## src/rtl/movecore_pkg.sv

```systemverilog
package movecore_pkg;

  localparam int WORD_W     = 16;
  localparam int FIELD_W    = 8;
  localparam int MUL_STAGES = 3;
  localparam int NUM_LOGIC_UNITS = 3;

  typedef logic [WORD_W-1:0]  word_t;
  typedef logic [FIELD_W-1:0] field_t;

  typedef enum logic [1:0] {OP_ADD = 2'd0, OP_AND = 2'd1, OP_OR = 2'd2} unit_op_e;

  // destination map; unit u has A at 2u+1, B at 2u+2
  localparam field_t DST_MUL_A  = 8'h07;
  localparam field_t DST_MUL_B  = 8'h08;
  localparam field_t DST_BTGT   = 8'h09;
  localparam field_t DST_BCOND  = 8'h0A;
  localparam field_t DST_MADDR  = 8'h0B;
  localparam field_t DST_MDATA  = 8'h0C;

  // source map; unit u result at u+1
  localparam field_t SRC_MUL    = 8'h04;
  localparam field_t SRC_MEMRD  = 8'h05;

  function automatic word_t unit_apply(unit_op_e op, word_t a, word_t b);
    case (op)
      OP_ADD:  return a + b;
      OP_AND:  return a & b;
      OP_OR:   return a | b;
      default: return '0;
    endcase
  endfunction

  function automatic word_t mul_low(word_t a, word_t b);
    logic [2*WORD_W-1:0] full;
    full = a * b;
    return full[WORD_W-1:0];
  endfunction

  function automatic word_t imm_ext(logic [FIELD_W-2:0] v);
    return word_t'(v);
  endfunction

  function automatic logic dst_mapped(field_t d);
    return (d >= 8'h01) && (d <= DST_MDATA);
  endfunction

endpackage

```

## src/rtl/mc_fetch.sv

```systemverilog
module mc_fetch #(
  parameter int PC_W = 8
) (
  input  logic            clk,
  input  logic            rst_n,
  input  logic            br_taken,
  input  logic [PC_W-1:0] br_target,
  output logic [PC_W-1:0] pc
);
  always_ff @(posedge clk or negedge rst_n) begin
    if (!rst_n)        pc <= '0;
    else if (br_taken) pc <= br_target;
    else               pc <= pc + 1'b1;
  end
endmodule

```

## src/rtl/mc_opnd_unit.sv

```systemverilog
module mc_opnd_unit
  import movecore_pkg::*;
#(
  parameter unit_op_e OP = OP_ADD
) (
  input  logic  clk,
  input  logic  rst_n,
  input  logic  we_a,
  input  logic  we_b,
  input  word_t bus,
  output word_t result
);
  word_t a_q, b_q;

  always_ff @(posedge clk or negedge rst_n) begin
    if (!rst_n) begin
      a_q <= '0;
      b_q <= '0;
    end else begin
      if (we_a) a_q <= bus;
      if (we_b) b_q <= bus;
    end
  end

  assign result = unit_apply(OP, a_q, b_q);
endmodule

```

## src/rtl/mc_mul_pipe.sv

```systemverilog
module mc_mul_pipe
  import movecore_pkg::*;
#(
  parameter int STAGES = MUL_STAGES
) (
  input  logic  clk,
  input  logic  rst_n,
  input  logic  we_a,
  input  logic  we_b,
  input  word_t bus,
  output word_t a_q,
  output word_t b_q,
  output word_t result
);
  localparam int LAST = STAGES - 1;

  word_t stg [STAGES];

  always_ff @(posedge clk or negedge rst_n) begin
    if (!rst_n) begin
      a_q <= '0;
      b_q <= '0;
      for (int s = 0; s < STAGES; s++) stg[s] <= '0;
    end else begin
      if (we_a) a_q <= bus;
      if (we_b) b_q <= bus;
      stg[0] <= mul_low(a_q, b_q);
      for (int s = 1; s < STAGES; s++) stg[s] <= stg[s-1];
    end
  end

  assign result = stg[LAST];
endmodule

```

## src/rtl/movecore_top.sv

```systemverilog
module movecore_top
  import movecore_pkg::*;
#(
  parameter int PC_W  = 8,
  parameter int DM_AW = 8
) (
  input  logic               clk,
  input  logic               rst_n,
  output logic [PC_W-1:0]    imem_addr,
  input  logic [WORD_W-1:0]  imem_data,
  output logic [DM_AW-1:0]   dmem_addr,
  output logic [WORD_W-1:0]  dmem_wdata,
  output logic               dmem_we,
  input  logic [WORD_W-1:0]  dmem_rdata
);
  // decoded fields and named internal events
  field_t          src, dst;
  word_t           bus;
  logic            br_taken;
  logic            btgt_we, maddr_we;
  logic [PC_W-1:0] btarget;
  logic [DM_AW-1:0] maddr;
  word_t           unit_res [NUM_LOGIC_UNITS];
  word_t           mul_res, mul_a, mul_b;

  assign src = imem_data[WORD_W-1:FIELD_W];
  assign dst = imem_data[FIELD_W-1:0];

  // source selection onto the bus
  always_comb begin
    bus = '0;
    if (src[FIELD_W-1]) begin
      bus = imm_ext(src[FIELD_W-2:0]);
    end else begin
      case (src)
        8'h01:     bus = unit_res[0];
        8'h02:     bus = unit_res[1];
        8'h03:     bus = unit_res[2];
        SRC_MUL:   bus = mul_res;
        SRC_MEMRD: bus = dmem_rdata;
        default:   bus = '0;
      endcase
    end
  end

  // operand units: adder, AND, OR
  for (genvar u = 0; u < NUM_LOGIC_UNITS; u++) begin : g_unit
    localparam field_t A_ADDR = field_t'(2*u + 1);
    localparam field_t B_ADDR = field_t'(2*u + 2);
    mc_opnd_unit #(.OP(unit_op_e'(u))) unit_i (
      .clk    (clk),
      .rst_n  (rst_n),
      .we_a   (dst == A_ADDR),
      .we_b   (dst == B_ADDR),
      .bus    (bus),
      .result (unit_res[u])
    );
  end

  mc_mul_pipe #(.STAGES(MUL_STAGES)) mul_i (
    .clk    (clk),
    .rst_n  (rst_n),
    .we_a   (dst == DST_MUL_A),
    .we_b   (dst == DST_MUL_B),
    .bus    (bus),
    .a_q    (mul_a),
    .b_q    (mul_b),
    .result (mul_res)
  );

  // branch target and memory address registers
  assign btgt_we  = (dst == DST_BTGT);
  assign maddr_we = (dst == DST_MADDR);
  assign br_taken = (dst == DST_BCOND) && (bus != '0);

  always_ff @(posedge clk or negedge rst_n) begin
    if (!rst_n) begin
      btarget <= '0;
      maddr   <= '0;
    end else begin
      if (btgt_we)  btarget <= bus[PC_W-1:0];
      if (maddr_we) maddr   <= bus[DM_AW-1:0];
    end
  end

  mc_fetch #(.PC_W(PC_W)) fetch_i (
    .clk       (clk),
    .rst_n     (rst_n),
    .br_taken  (br_taken),
    .br_target (btarget),
    .pc        (imem_addr)
  );

  assign dmem_addr  = maddr;
  assign dmem_wdata = bus;
  assign dmem_we    = (dst == DST_MDATA);
endmodule

```

## config.mk

```make
export PLATFORM = sky130hd
export DESIGN_NAME = movecore_top
export DESIGN_NICKNAME = d
export VERILOG_FILES = /design/src/rtl/movecore_pkg.sv /design/src/rtl/mc_fetch.sv /design/src/rtl/mc_opnd_unit.sv /design/src/rtl/mc_mul_pipe.sv /design/src/rtl/movecore_top.sv
export SDC_FILE = /design/constraint.sdc
export NUM_CORES = 1
export LEC_CHECK = 0
export BUFFER_PORTS_ARGS = -buffer_cell sky130_fd_sc_hd__buf_4
export CAP_MARGIN = 20
export CORE_MARGIN = 2
export CORE_UTILIZATION = 49
export CTS_CLUSTER_SIZE = 20
export DETAILED_ROUTE_END_ITERATION = 10
export GPL_ROUTABILITY_DRIVEN = 0
export PLACE_DENSITY = 0.66
export SLEW_MARGIN = 30
export SYNTH_ARGS = -nofsm -noshare
export SYNTH_HDL_FRONTEND = slang
export SYNTH_SLANG_ARGS = --single-unit
```

## constraint.sdc

```tcl
create_clock -name clk -period 6.6 [get_ports clk]
set_clock_uncertainty 0.15 [all_clocks]
set_input_delay 1.32 -clock clk [delete_from_list [all_inputs] [get_ports clk]]
set_output_delay 1.32 -clock clk [all_outputs]
set_load 0.05 [all_outputs]
```

==> key figures <==
Timing
  • Slew @ Worst Pin: around 910 ps
  • Final min period: 5520 ps
  • TNS Setup: 0 ps
  • Final slew viol count: 0
  • Final hold vios: 0
  • RSZ-0062 raised after global routing: no
  • FMAX: 0.181 GHz
  • Setup Viol. Count Final: 0
  • Rel. slew slack: 38.9%
  • Final period util: 83.7%

Min path
  • Worst min path class: flip-flop to flip-flop
  • HP Start: mul_i.stg[37]

Power and ir drop
  • Gate power share: 11.8%
  • Static leakage: 6.80 nW
  • Maximum VDD drop: approximately 0.15 mV
  • Total power: 2.70 mW
  • Seq pwr share: between 40% and 50%
  • Sw frac: about 30%
  • Clock share of power: 39.0%
  • Pint: 1.90 mW
  • NetSw: 800 uW
  • Cell Pwr Density: 194 nW/um^2

Layout
  • Most common cell after layout, fill and taps aside: nand2_1
  • Diodes inserted: 0
  • Core Util, Final: 55.2%
  • Ratio of cells with drive above 1 in the final layout: 11.9%
  • Most frequent cells in the layout: 228 x nand2_1, 200 x dfrtp_1, 135 x inv_1
  • Nets: between 1,500 and 2,000
  • Post-route cell area: ~14,000 um^2
  • Area Overhead vs Synth: 10.8%
  • Fill cells: 2,247

Floorplan
  • Die Span Y: 164 um
  • Starting Density: 49.8%
  • Ports: 67
  • Die area: 26,900 um^2
  • Core area: 25,200 um^2
  • Row count: 58
  • Die Wd: 164 um

Clock tree
  • CTS clock-pin slew for the worst setup and hold paths: 80 ps
  • Max clock buf depth: 2
  • Total CTS buffers: 17
  • Post-cts sizing count: 0
  • Setup bufs post-CTS: 0
  • Clk Tree Root Cell: clkbuf_16
  • Cts hold-fix bufs: 0
  • # H-tree levels: 4
  • Clock Latency Late Sink: 440 ps
  • CTS tree: done
  • Clk sinks: 200

Setup path
  • Cell Chain, Critical Path: nand2_1 > fa_1 > fa_1 > fa_1 > fa_1 > inv_1 > fa_1 > inv_1 > fa_1 > inv_1 > ha_1 > and2_1 > o21ai_0 > nand2_1 > o41ai_1 > xnor2_1
  • Worst EP required: 6770 ps
  • CP max stage delay: between 600 and 700 ps
  • Critical path origin: mul_i.b_q[1]
  • Critical Path Source Type: flip-flop
  • Reg2reg start: mul_i.b_q[1]
  • Slack of the worst reg-to-reg path: 1080 ps
  • Slowest CP cell: dfrtp_1
  • Critical Path Fanout Max: 16
  • Crit path top cell by count: fa_1
  • Worst path arrival time: roughly 5700 ps
  • Setup crit end kind: flip-flop
  • WS Path Type: flip-flop to flip-flop

Synth
  • EDFF count, synth: 0
  • Yosys cell types: 63
  • Yosys reg bits: 200
  • Post-synthesis sequential area ratio: 39.9%
  • Synthesized area: roughly 13,000 um^2
  • Asr flop ratio synth: 100%
  • Ys flop type: dfrtp_1
  • Mean post-synth cell area: 9.64 um^2
  • Syn_nets: about 1,500
  • Synth warn: 0
  • Syn Inst Count: 1,302

Global routing
  • Global-route wire length before repair: between 50,000 and 60,000 um
  • Gr usage total: 24.8%
  • Vias in the first global route: 9,323
  • Largest net degree at the start of global routing: 74
  • Antenna violations before repair: 0
  • Total grt overflow: 0

Routing
  • DRT met1 WL: ~14,000 um
  • Detailed Route WL: around 31,000 um
  • Met3 WL: 1360 um
  • Initial DRC Count: about 680
  • Met2 wire length: between 15,000 and 20,000 um
  • DR vias: 9,191
  • Drt wl/cell: 18.8 um
  • DRT Pass-1 Iters: 5
  • Top Layer Used: met4
  • Drc violations: 0
  • Antenna Violating Nets Remaining: 0
  • Routed vias/inst: 5.49

Status
  • Outcome: finished clean

Run
  • Maxcap violations: 0

Placed design
  • Buffers on Ports: 66
  • Detailed placement HPWL: roughly 23,000 um
  • Dpl cell area: 13,300 um^2
[per-layer routing]
metal,GRT usage [%],vias to the layer above
met5,0,-
met1,33.0,4550
met3,3.51,62
met2,41.8,263
li1,-,4316
met4,8.73,0
[sequential cells by signal, indices dropped and copies added, names as in the netlist]
signal / flops
g_unit.unit_i.a_q: 48
mul_i.result: 16
fetch_i.pc: 8
mul_i.b_q: 16
btarget: 8
g_unit.unit_i.b_q: 48
dmem_addr: 8
mul_i.a_q: 16
mul_i.stg: 32
[power groups by stage]
stage                     registers, mW  clock network, mW  logic, mW
after CTS                          1.32               1.07      0.322
after global placement             1.35                  0      0.317
final                              1.33               1.05      0.319
after global routing               1.33               1.12      0.346
after floorplan                    1.41                  0      0.128
after detailed placement           1.35                  0      0.322
[layout make-up]
cell class              count  area, um^2  share of cell area [%]
flip-flops and latches    200        5000                    36.0
inverters                 135         507                    3.64
repair buffers             76         577                    4.15
multi-input cells         902        6800                    48.9
clock buffers              18         429                    3.09
well taps                 330         413                    2.97
clock inverters            14         178                    1.28
[Yosys cell counts, types with 7 or more instances]
| master | number | area, um^2 |
|---|---|---|
| nor2_1 | 38 | 143 |
| mux2i_1 | 12 | 120 |
| mux2_2 | 31 | 349 |
| a21o_1 | 9 | 67.6 |
| nand3_1 | 14 | 70.1 |
| fa_1 | 81 | 1620 |
| nor3b_1 | 8 | 60.1 |
| o21ai_0 | 129 | 646 |
| inv_1 | 135 | 507 |
| xor2_1 | 13 | 114 |
| and2_1 | 75 | 469 |
| dfrtp_1 | 200 | 5000 |
| nand2_1 | 233 | 875 |
| and3_1 | 8 | 50.1 |
| clkbuf_1 | 61 | 229 |
| nor3_1 | 10 | 50.1 |
| a211oi_1 | 7 | 52.6 |
| ha_1 | 65 | 813 |
| xnor2_1 | 39 | 342 |
| a21oi_1 | 37 | 185 |
[logic make-up (layout without fill, tap and decap cells)]
| group | after synthesis | count (layout) | synth area share (%) |
|---|---|---|---|
| muxes | 43 | 43 | 3.74 |
| and+or+nand+nor | 424 | 424 | 15.9 |
| xor gates and xnor gates | 52 | 52 | 3.63 |
| buffers and inverters | 200 | 243 | 6.08 |
| adders and majority gates | 146 | 146 | 19.4 |
| DFF | 200 | 200 | 39.9 |
| AOI/OAI and AO/OA | 237 | 237 | 11.4 |
[through the flow]
step / std cells / setup slack, ps / hold WS, ps
floorplan: 1302 / 1390 / 181
global placement: 1643 / 1210 / 181
detailed placement: 1643 / 1120 / 185
CTS: 1675 / 1080 / 202
global route: 1675 / 781 / 211
finish: 1675 / 1080 / 200
[final timing paths]
path                                       endpoint  cells past startpoint
hold reg to reg                       mul_i.stg[21]                      0
hold / removal                        mul_i.stg[21]                      0
min in group asynchronous  g_unit[0].unit_i.a_q[11]                      1
setup reg to reg                      mul_i.stg[47]                     16
setup / recovery                      mul_i.stg[47]                     16
max in group asynchronous           mul_i.result[3]                      2
[worst max-delay path: cells and delay by family, from the launching register on]
kind	cells	cell delay [ps]
compound gates	2	530
xor+xnor	1	120
fa+ha+maj	7	3400
buf+inv	3	140
flops	1	650
simple gates	3	420
Power figures use the tool's default switching activity.
